## src/rtl/refgate_pkg.sv

```systemverilog
package refgate_pkg;
  localparam int MODE_W = 3;

  typedef enum logic [MODE_W-1:0] {
    MD_FEI  = 3'd0,
    MD_FEE  = 3'd1,
    MD_FBI  = 3'd2,
    MD_FBE  = 3'd3,
    MD_PEE  = 3'd4,
    MD_PBE  = 3'd5,
    MD_BLPI = 3'd6,
    MD_BLPE = 3'd7
  } op_mode_e;

  typedef struct packed {
    logic int_gate;
    logic int_run;
    logic ext_gate;
    logic ext_run;
    logic loop_on;
    logic loop_ext;
  } gate_vec_t;

  localparam int GATE_W = $bits(gate_vec_t);

  // only the internal oscillator runs out of reset
  localparam gate_vec_t GATE_RST = '{int_gate: 1'b0, int_run: 1'b1, ext_gate: 1'b0,
                                     ext_run: 1'b0, loop_on: 1'b0, loop_ext: 1'b0};
endpackage

```

## src/rtl/refgate_mode_dec.sv

```systemverilog
module refgate_mode_dec
  import refgate_pkg::*;
#(
  parameter int MW = MODE_W
) (
  input  logic [MW-1:0] mode,
  output logic          src_int,
  output logic          src_ext,
  output logic          engaged,
  output logic          bypass
);
  always_comb begin
    src_int = 1'b0;
    src_ext = 1'b0;
    engaged = 1'b0;
    bypass  = 1'b0;
    case (op_mode_e'(mode))
      MD_FEI:  begin src_int = 1'b1; engaged = 1'b1; end
      MD_FEE:  begin src_ext = 1'b1; engaged = 1'b1; end
      MD_FBI:  begin src_int = 1'b1; bypass  = 1'b1; end
      MD_FBE:  begin src_ext = 1'b1; bypass  = 1'b1; end
      MD_PEE:  begin src_ext = 1'b1; engaged = 1'b1; end
      MD_PBE:  begin src_ext = 1'b1; bypass  = 1'b1; end
      MD_BLPI: src_int = 1'b1;
      MD_BLPE: src_ext = 1'b1;
      default: ;
    endcase
  end
endmodule

```

## src/rtl/refgate_policy.sv

```systemverilog
module refgate_policy
  import refgate_pkg::*;
(
  input  logic      int_en,
  input  logic      int_stop_en,
  input  logic      ext_en,
  input  logic      ext_stop_en,
  input  logic      ref_sel_int,
  input  logic      low_pwr,
  input  logic      stop_req,
  input  logic      src_int,
  input  logic      src_ext,
  input  logic      engaged,
  input  logic      bypass,
  output gate_vec_t next_v
);
  gate_vec_t run_v;
  gate_vec_t stop_v;
  logic      loop_req;
  logic      ext_alive;

  // run state
  always_comb begin
    loop_req         = engaged | (bypass & ~low_pwr);
    run_v.int_gate   = int_en;
    run_v.ext_gate   = ext_en;
    run_v.loop_on    = loop_req;
    run_v.loop_ext   = loop_req & ~ref_sel_int;
    run_v.int_run    = int_en | src_int | (loop_req & ref_sel_int);
    run_v.ext_run    = ext_en | src_ext | (loop_req & ~ref_sel_int);
  end

  // stop state: only qualified clocks survive
  always_comb begin
    ext_alive        = (ext_en & ext_stop_en) | src_ext;
    stop_v.int_gate  = int_en & int_stop_en;
    stop_v.int_run   = int_en & int_stop_en;
    stop_v.ext_run   = ext_alive;
    stop_v.ext_gate  = ext_en & ext_alive;
    stop_v.loop_on   = 1'b0;
    stop_v.loop_ext  = 1'b0;
  end

  assign next_v = stop_req ? stop_v : run_v;
endmodule

```

## src/rtl/refgate_outreg.sv

```systemverilog
module refgate_outreg #(
  parameter int           W       = 6,
  parameter logic [W-1:0] RST_VAL = '0
) (
  input  logic         clk,
  input  logic         rst,
  input  logic [W-1:0] d,
  output logic [W-1:0] q
);
  for (genvar i = 0; i < W; i++) begin : g_bit
    always_ff @(posedge clk) begin
      if (rst) q[i] <= RST_VAL[i];
      else     q[i] <= d[i];
    end
  end
endmodule

```

## src/rtl/refclk_gate_ctrl.sv

```systemverilog
module refclk_gate_ctrl
  import refgate_pkg::*;
#(
  parameter int MW = MODE_W
) (
  input  logic          clk,
  input  logic          rst,
  input  logic          int_en,
  input  logic          int_stop_en,
  input  logic          ext_en,
  input  logic          ext_stop_en,
  input  logic          ref_sel_int,
  input  logic          low_pwr,
  input  logic [MW-1:0] mode,
  input  logic          stop_req,
  output logic          int_clk_gate,
  output logic          int_osc_run,
  output logic          ext_clk_gate,
  output logic          ext_osc_run,
  output logic          loop_en,
  output logic          loop_src_ext
);
  logic      src_int, src_ext, engaged, bypass;
  gate_vec_t next_v;
  gate_vec_t cur_v;

  refgate_mode_dec #(.MW(MW)) u_dec (
    .mode    (mode),
    .src_int (src_int),
    .src_ext (src_ext),
    .engaged (engaged),
    .bypass  (bypass)
  );

  refgate_policy u_pol (
    .int_en      (int_en),
    .int_stop_en (int_stop_en),
    .ext_en      (ext_en),
    .ext_stop_en (ext_stop_en),
    .ref_sel_int (ref_sel_int),
    .low_pwr     (low_pwr),
    .stop_req    (stop_req),
    .src_int     (src_int),
    .src_ext     (src_ext),
    .engaged     (engaged),
    .bypass      (bypass),
    .next_v      (next_v)
  );

  refgate_outreg #(.W(GATE_W), .RST_VAL(GATE_RST)) u_reg (
    .clk (clk),
    .rst (rst),
    .d   (next_v),
    .q   (cur_v)
  );

  assign int_clk_gate = cur_v.int_gate;
  assign int_osc_run  = cur_v.int_run;
  assign ext_clk_gate = cur_v.ext_gate;
  assign ext_osc_run  = cur_v.ext_run;
  assign loop_en      = cur_v.loop_on;
  assign loop_src_ext = cur_v.loop_ext;
endmodule

```

## config.mk

```make
export PLATFORM = sky130hd
export DESIGN_NAME = refclk_gate_ctrl
export DESIGN_NICKNAME = d
export VERILOG_FILES = /design/src/rtl/refgate_pkg.sv /design/src/rtl/refgate_mode_dec.sv /design/src/rtl/refgate_policy.sv /design/src/rtl/refgate_outreg.sv /design/src/rtl/refclk_gate_ctrl.sv
export SDC_FILE = /design/constraint.sdc
export NUM_CORES = 1
export LEC_CHECK = 0
export BUFFER_PORTS_ARGS = -buffer_cell sky130_fd_sc_hd__clkbuf_2
export CORE_AREA = 4 4 41 43
export DETAILED_ROUTE_END_ITERATION = 10
export DIE_AREA = 0 0 45 47
export PLACE_DENSITY = 0.5
export SLEW_MARGIN = 0
export SYNTH_ARGS = -nofsm -noshare
export SYNTH_HDL_FRONTEND = slang
export SYNTH_HIERARCHICAL = 1
export SYNTH_SLANG_ARGS = --single-unit
```

## constraint.sdc

```tcl
create_clock -name clk -period 3.2 [get_ports clk]
set_input_delay 0.16 -clock clk [delete_from_list [all_inputs] [get_ports clk]]
set_output_delay 0.16 -clock clk [all_outputs]
set_load 0.01 [all_outputs]
```

## After elaboration in Yosys (flattened, before gate mapping)

Cells that the tools add are included.

| cells by class | value |
|---|---|
| equal/unequal tests | 7 |
| mux-type cells | 5 |
| bitwise operators | 14 |
| reductions and logical operators | 6 |

Operator list:

| cell | count |
|---|---|
| 3-bit == test (second input constant) | 4 |
| 3-bit OR reduction | 3 |
| 1-bit AND | 6 |
| 3-bit by 2-bit == test with 1-bit output (second input constant) | 2 |
| 6-bit two-way mux | 1 |
| 1-bit bitwise OR | 6 |
| 5-bit OR reduction | 1 |
| 1-bit two-way mux | 4 |
| 3-bit by 1-bit == test with 1-bit output (second input constant) | 1 |
| 3-bit logical NOT | 1 |
| 1-bit inverter | 2 |
| 2-bit OR reduction | 1 |

| storage, ports and cells | value |
|---|---|
| flip-flop bits (word level) | 6 |
| input bits | 12 |
| output and inout port bits | 6 |
| word-level logic and storage cells | 38 |

## Depth between registers and ports, before layout

Gate-level depths: netlist (run 1).

| depth | value |
|---|---|
| word-level depth | 8 |
| mapped depth | 6 |
| depth with buffers taken out | 6 |

## Hierarchy

Netlist (run 1), hierarchy kept.

By module, submodules not included:

| module | times used | cells each | area an instance (um^2) | seq. area each (um^2) |
|---|---|---|---|---|
| refgate_outreg | 1 | 12 | 170.2 | 120.1 |
| refgate_policy | 1 | 11 | 78.8 | 0.0 |
| refgate_mode_dec | 1 | 6 | 33.8 | 0.0 |

## Worst setup path after synthesis (run 1)

Ideal clock, no wire load.

| timing path | value |
|---|---|
| kind | input -> register |
| start point | input mode[1] |
| end point | register u_reg.q[4] |
| library setup time | 0.120 ns |
| arrival | 1.033 ns |
| required time | 3.080 ns |
| setup slack | 2.047 ns |
| cell stages on the path | 6 |
| buffers on the path | 0 |
| cells stage by stage | nand3b_1 > o21ai_1 > nor2b_4 > o21a_1 > a221o_1 > or2_1 |

RTL lines:

| item | line | source |
|---|---|---|
| start, declared | refclk_gate_ctrl.sv:14 | `input logic [MW-1:0] mode,` |
| end signal, assigned by index | refgate_outreg.sv:12 | `if (rst) q[i] <= RST_VAL[i];` |
| end signal, assigned by index | refgate_outreg.sv:13 | `else q[i] <= d[i];` |
| end, declared | refgate_outreg.sv:8 | `output logic [W-1:0] q` |

==> results.py, run 1 <==
metrics = {
    "run_status": {
        "status": "finished, final reports clean",
    },
    "clock_tree": {
        "ctsResizeCount": 0,
        "cts_setup_buffers": 0,
        "clock-sinks": 6,
        "holdBufCountCts": 0,
        "clockBufferDepth": 2,
        "path_clk_slew_ps": 40,
        "root_buffer": "clkbuf_4",
        "htree_num_levels": 1,
        "cts_tree": "done",
        "cts_made_buffers": 3,
    },
    "layout": {
        "fillerInstances": 151,
        "fin_util_pct": 31.4,
        "final_common_cell": "clkbuf_2",
        "largest_reg_flops": 6,
        "reg_top3": "u_reg/q x6",
        "final_layout_size_suffix_gt1_share_pct": 53.1,
        "mostFrequentLayoutCells": "17 x clkbuf_2, 6 x dfxtp_1, 5 x and2b_2",
        "regArea_sq_um": 120,
        "multi_input_area_sq_um": 155,
        "n_antenna_cell": 0,
        "area_growth_pct": 44.7,
        "top_register": "u_reg/q",
        "final_nets": 63,
    },
    "synth": {
        "synth_seq_cells": 6,
        "yosysWarnings": 6,
        "yosys.cell_types.count": 15,
        "syn_area_per_cell_sq_um": 9.75,
        "syn_area_sq_um": 283,
        "syn_inst": 29,
        "ys_seq_area_share_pct": 42.5,
        "synthesis.nets": 41,
    },
    "critical_path": {
        "crit_type": "in -> reg",
        "endpoint_kind": "register",
        "critical-path-top-delay-family": "compound AO/OA/AOI/OAI gates",
        "path_max_fanout": 5,
        "crit_path_max_incr_delay_ps": 280,
        "cp-startpoint": "mode[2]",
        "crit_buf_inv": 1,
        "arrival_ps": 1200,
        "crit_slowest_cell": "a221o_1",
        "cp.required_ps": 3320,
        "worst_setup_path_start_kind": "input pin",
        "crit_chain": "clkbuf_2 -> nand3b_1 -> o21ai_1 -> nor2b_4 -> o21a_1 -> a221o_1 -> or2_1",
    },
    "pwr": {
        "switchingPower_mw": 0.0392,
        "p_leak_nw": 0.211,
        "power.density_nw_per_um2": 435,
        "peakVddDrop_v": 0.000111,
        "p_seq_share_pct": 45.1,
        "intPower_mw": 0.139,
        "comb_power_share_pct": 17.8,
        "fin_total_pwr_mw": 0.178,
        "p_sw_share_pct": 22.0,
        "pwr-share-clk_pct": 37.1,
    },
    "grt": {
        "antenna_found_initial": 0,
        "grt_max_degree": 7,
        "grtUsageTotal_pct": 6.10,
        "grt-ovfl-total": 0,
        "grt_pass1_wl_um": 897,
        "grt_pass1_vias": 255,
    },
    "floorplanning": {
        "ioPinCount": 18,
        "die_w_um": 45,
        "design.die.area_sq_um": 2120,
        "die_height_um": 47,
        "start_util_pct": 21.7,
        "coreArea_sq_um": 1300,
        "rows": 13,
    },
    "routing": {
        "drc_errors": 0,
        "drt-total-wl_um": 550,
        "dr.pass1.iters": 4,
        "drtIter0Drc": 1,
        "wl_per_cell_um": 8.59,
        "antenna_left": 0,
        "dr_total_vias": 261,
        "vias_per_cell": 4.08,
    },
    "sta": {
        "fin_tns_setup_ps": 0,
        "relSlewSlack_pct": 87.6,
        "hold_viol": 0,
        "finalCriticalPeriod_ps": 1070,
        "drv_slew": 0,
        "max_freq_ghz": 0.931,
        "period_share_pct": 33.6,
        "rsz0062_at_grt": "no",
        "worst_pin_slew_ps": 184,
        "setup_viol": 0,
    },
    "placed_design": {
        "port_buffers": 17,
        "dpl.hpwl_um": 479,
        "gp_congestion": 0.755,
    },
    "hold_path": {
        "min_from": "rst",
        "worstHoldPathType": "in -> reg",
    },
    "flow_run": {
        "maxCapViolCount": 0,
    },
}
[synth_stat cells (all sizes together)]
cell,n,area (sq um)
o31ai,1,7.51
nor2b,1,13.8
and2b,5,43.8
a221o,1,10.0
inv,2,7.51
a21oi,3,15.0
or2b,1,7.51
a21o,1,7.51
or2,1,6.26
nor3,1,5.00
dfxtp,6,120
o21a,3,22.5
o21ai,1,5.00
nand3b,1,7.51
nor2,1,3.75
[power by group through the flow]
| stage | clock network (mW) | registers, mW | logic [mW] |
|---|---|---|---|
| floorplan | 0 | 0.0840 | 0.0145 |
| global placement | 0 | 0.0816 | 0.0321 |
| detailed placement | 0 | 0.0817 | 0.0320 |
| CTS | 0.0691 | 0.0804 | 0.0320 |
| global route | 0.0751 | 0.0807 | 0.0359 |
| finish | 0.0661 | 0.0803 | 0.0317 |
[cells by family after synthesis]
group | after synthesis | synth area share (%)
compound gates | 10 | 23.9
buf+inv | 2 | 2.66
flops | 6 | 42.5
simple gates | 11 | 31.0
[final timing paths]
| check | endpoint | depth (start not counted) |
|---|---|---|
| setup / recovery | u_reg/q[4]$_SDFF_PP1_ | 7 |
| hold / removal | u_reg/q[4]$_SDFF_PP1_ | 2 |
[metal layers]
metal,up-vias,wire (um),track usage (%)
li1,141,-,-
met1,108,252,6.86
met2,12,238,9.04
met3,0,59,2.30
met4,0,0,5.26
met5,-,0,0
[per-stage QoR]
stage	instance area, sq um	instances	hold slack, ps	setup slack (ps)
final	409	64	164	2130
after global routing	409	64	200	2070
after CTS	409	64	165	2140
after detailed placement	387	61	413	1890
after global placement	387	61	417	1890
after floorplan	283	29	260	2050
[layout make-up]
type / instances / area share (%)
inverter: 2 / 1.83
timing repair buffer: 17 / 20.8
multi-input combinational: 21 / 37.9
clock buffer: 3 / 5.50
tap: 15 / 4.59
sequential: 6 / 29.4
Power figures use the tool's default switching activity.
==> run 2: changes to the inputs <==
--- a/config.mk
+++ b/config.mk
@@ -5,11 +5,12 @@
 export SDC_FILE = /design/constraint.sdc
 export NUM_CORES = 1
 export LEC_CHECK = 0
+export ABC_AREA = 1
 export BUFFER_PORTS_ARGS = -buffer_cell sky130_fd_sc_hd__clkbuf_2
 export CORE_AREA = 4 4 41 43
 export DETAILED_ROUTE_END_ITERATION = 10
 export DIE_AREA = 0 0 45 47
-export PLACE_DENSITY = 0.5
+export PLACE_DENSITY = 0.51
 export SLEW_MARGIN = 0
 export SYNTH_ARGS = -nofsm -noshare
 export SYNTH_HDL_FRONTEND = slang
==> constraint.sdc (replaced) <==
create_clock -name clk -period 1 [get_ports clk]
set_input_delay 0.05 -clock clk [delete_from_list [all_inputs] [get_ports clk]]
set_output_delay 0.05 -clock clk [all_outputs]
set_load 0.01 [all_outputs]
==> run 2 against run 1 <==
  * Via count up 21%
  * Cell count up 33%
  * Synthesized cell count up 72%
  * Setup slack worse by 1800 ps
  * Count of clock-buffer cells in the layout unchanged
  * Wire length up 3.5%
  * Critical path depth down 6
  * Area after synthesis up 7.1%
  * Sequential cell count unchanged
  * Final area up 4.9%
  * Sequential power rose to 3.2 times the previous value
  * Worst hold slack worse by 110 ps
  * Largest cell class unchanged
  * Largest power group unchanged
  * Highest routed layer unchanged
==> results.py, run 2 <==
metrics = {
    "floorplanning": {
        "die_height_um": 47,
        "rows": 13,
        "start_util_pct": 23.3,
        "ioPinCount": 18,
        "coreArea_sq_um": 1300,
        "die_w_um": 45,
        "design.die.area_sq_um": 2120,
    },
    "clock_tree": {
        "root_buffer": "clkbuf_4",
        "cts_setup_buffers": 0,
        "ctsResizeCount": 0,
        "cts_tree": "done",
        "clock-sinks": 6,
        "path_clk_slew_ps": 40,
        "htree_num_levels": 1,
        "holdBufCountCts": 0,
        "clockBufferDepth": 2,
        "cts_made_buffers": 3,
    },
    "critical_path": {
        "crit_slowest_cell": "dfxtp_1",
        "crit_chain": "clkbuf_2",
        "critical-path-top-delay-family": "flip-flops",
        "crit_type": "reg -> out",
        "endpoint_kind": "output pin",
        "arrival_ps": 660,
        "crit_path_max_incr_delay_ps": 300,
        "cp.required_ps": 950,
        "path_max_fanout": 1,
        "worst_setup_path_start_kind": "register",
        "crit_buf_inv": 1,
    },
    "synth": {
        "syn_area_sq_um": 303,
        "yosys.area.top_type_share_pct": 39.7,
        "yosysWarnings": 6,
        "ys_seq_area_share_pct": 39.7,
        "netlist_top_cells_area": "dfxtp_1 40%, inv_1 17%, nand2_1 14%",
        "synth_flop_cell": "dfxtp_1",
        "async_reset_ff_share_pct": 0,
        "yosys.cell_count.top_type": "inv_1",
        "yosys.cell_types.count": 10,
        "synth_top_cell_by_area": "dfxtp_1",
        "synth_edf_count": 0,
        "synth_seq_cells": 6,
        "syn_area_per_cell_sq_um": 6.06,
        "synthTopCellsByCount": "14 x inv_1, 11 x nand2_1, 8 x nor2_1, 6 x dfxtp_1, 3 x a21oi_1",
        "synthesis.nets": 62,
        "syn_inst": 50,
    },
    "grt": {
        "use_met1_pct": 6.39,
        "antenna_found_initial": 0,
        "grtUsageTotal_pct": 6.57,
        "met3_usage_pct": 1.53,
        "grt_pass1_wl_um": 917,
        "grt-ovfl-total": 0,
        "grt_max_degree": 7,
        "grt_pass1_vias": 278,
        "met2_usage_pct": 9.32,
        "busiest_layer": "met4",
    },
    "sta": {
        "max_freq_ghz": 1.41,
        "whs_ps": 52.9,
        "drv_slew": 0,
        "hold_viol": 0,
        "worst_pin_slew_ps": 152,
        "setup_viol": 0,
        "rsz0062_at_grt": "no",
        "fin_tns_setup_ps": 0,
        "period_share_pct": 70.8,
        "finalCriticalPeriod_ps": 708,
        "relSlewSlack_pct": 89.8,
    },
    "routing": {
        "wl_per_cell_um": 6.69,
        "vias_per_cell": 3.73,
        "drtIter0Drc": 6,
        "dr.pass1.iters": 4,
        "drc_errors": 0,
        "antenna_left": 0,
        "dr_total_vias": 317,
        "drt-total-wl_um": 569,
    },
    "hold_path": {
        "whs_endpoint": "u_reg/q[0]$_SDFF_PP0_",
        "min_from": "rst",
        "worstHoldPathType": "in -> reg",
        "hold_depth": 2,
    },
    "pwr": {
        "p_seq_share_pct": 44.5,
        "switchingPower_mw": 0.142,
        "intPower_mw": 0.438,
        "power.density_nw_per_um2": 1350,
        "p_sw_share_pct": 24.5,
        "p_leak_nw": 0.275,
        "pwr-share-clk_pct": 36.6,
        "peakVddDrop_v": 0.000281,
        "comb_power_share_pct": 18.9,
    },
    "layout": {
        "top_register": "u_reg/q",
        "final_common_cell": "clkbuf_2",
        "reg_top3": "u_reg/q x6",
        "fillerInstances": 164,
        "largest_reg_flops": 6,
        "final_layout_size_suffix_gt1_share_pct": 35.7,
        "final_nets": 84,
        "n_antenna_cell": 0,
        "area_growth_pct": 41.7,
        "mostFrequentLayoutCells": "17 x clkbuf_2, 14 x inv_1, 11 x nand2_1, 8 x nor2_1, 6 x dfxtp_1",
    },
    "run_status": {
        "status": "finished, final reports clean",
    },
    "placed_design": {
        "port_buffers": 17,
        "dpl.hpwl_um": 485,
        "gp_congestion": 0.645,
    },
    "flow_run": {
        "maxCapViolCount": 0,
    },
}
run 2: kinds of logic (layout without fill, tap and decap cells):
logic type / Yosys count / count (layout) / share of synthesized area, %
simple gates: 24 / 24 / 32.6
flops: 6 / 6 / 39.7
compound gates: 4 / 4 / 7.85
buf+inv: 16 / 36 / 19.8
run 2: how the worst max path moves through the flow:
stage / endpoint / start / slack [ps] / depth (start not counted)
finish: loop_en / u_reg/q[1]$_SDFF_PP0_ / 290 / 1
global route: loop_en / u_reg/q[1]$_SDFF_PP0_ / 250 / 1
CTS: loop_en / u_reg/q[1]$_SDFF_PP0_ / 280 / 1
detailed placement: u_reg/q[2]$_SDFF_PP0_ / mode[2] / 100 / 11
global placement: u_reg/q[2]$_SDFF_PP0_ / mode[2] / 110 / 11
floorplan: u_reg/q[2]$_SDFF_PP0_ / mode[1] / 310 / 10
run 2: layout make-up:
class,instances,area (sq um),share of cell area [%]
sequential,6,120,28.0
multi-input combinational,28,123,28.6
clock buffer,3,22.5,5.25
inverter,16,60.1,14.0
tap,15,18.8,4.37
timing repair buffer,17,85.1,19.8
run 2: routing by layer:
layer	routed length (um)	vias up
met1	244	120
met4	0	0
met5	0	-
met3	69	0
met2	256	15
li1	-	182
run 2: power groups by stage:
stage | Clock (mW) | Sequential [mW] | Combinational, mW
after floorplan | 0 | 0.270 | 0.0521
after global placement | 0 | 0.262 | 0.110
after detailed placement | 0 | 0.262 | 0.111
after CTS | 0.224 | 0.258 | 0.111
after global routing | 0.236 | 0.259 | 0.127
final | 0.212 | 0.258 | 0.110
run 2: metrics by stage:
step	setup WS, ps	total power, mW	cells	util (%)	instance area, sq um
2_1_floorplan	309	0.322	50	-	303
6_report	292	0.579	85	33.0	429
5_1_grt	246	0.622	85	33.0	429
3_5_place_dp	104	0.373	82	31.3	407
4_1_cts	277	0.593	85	33.0	429
3_3_place_gp	112	0.372	82	31.3	407
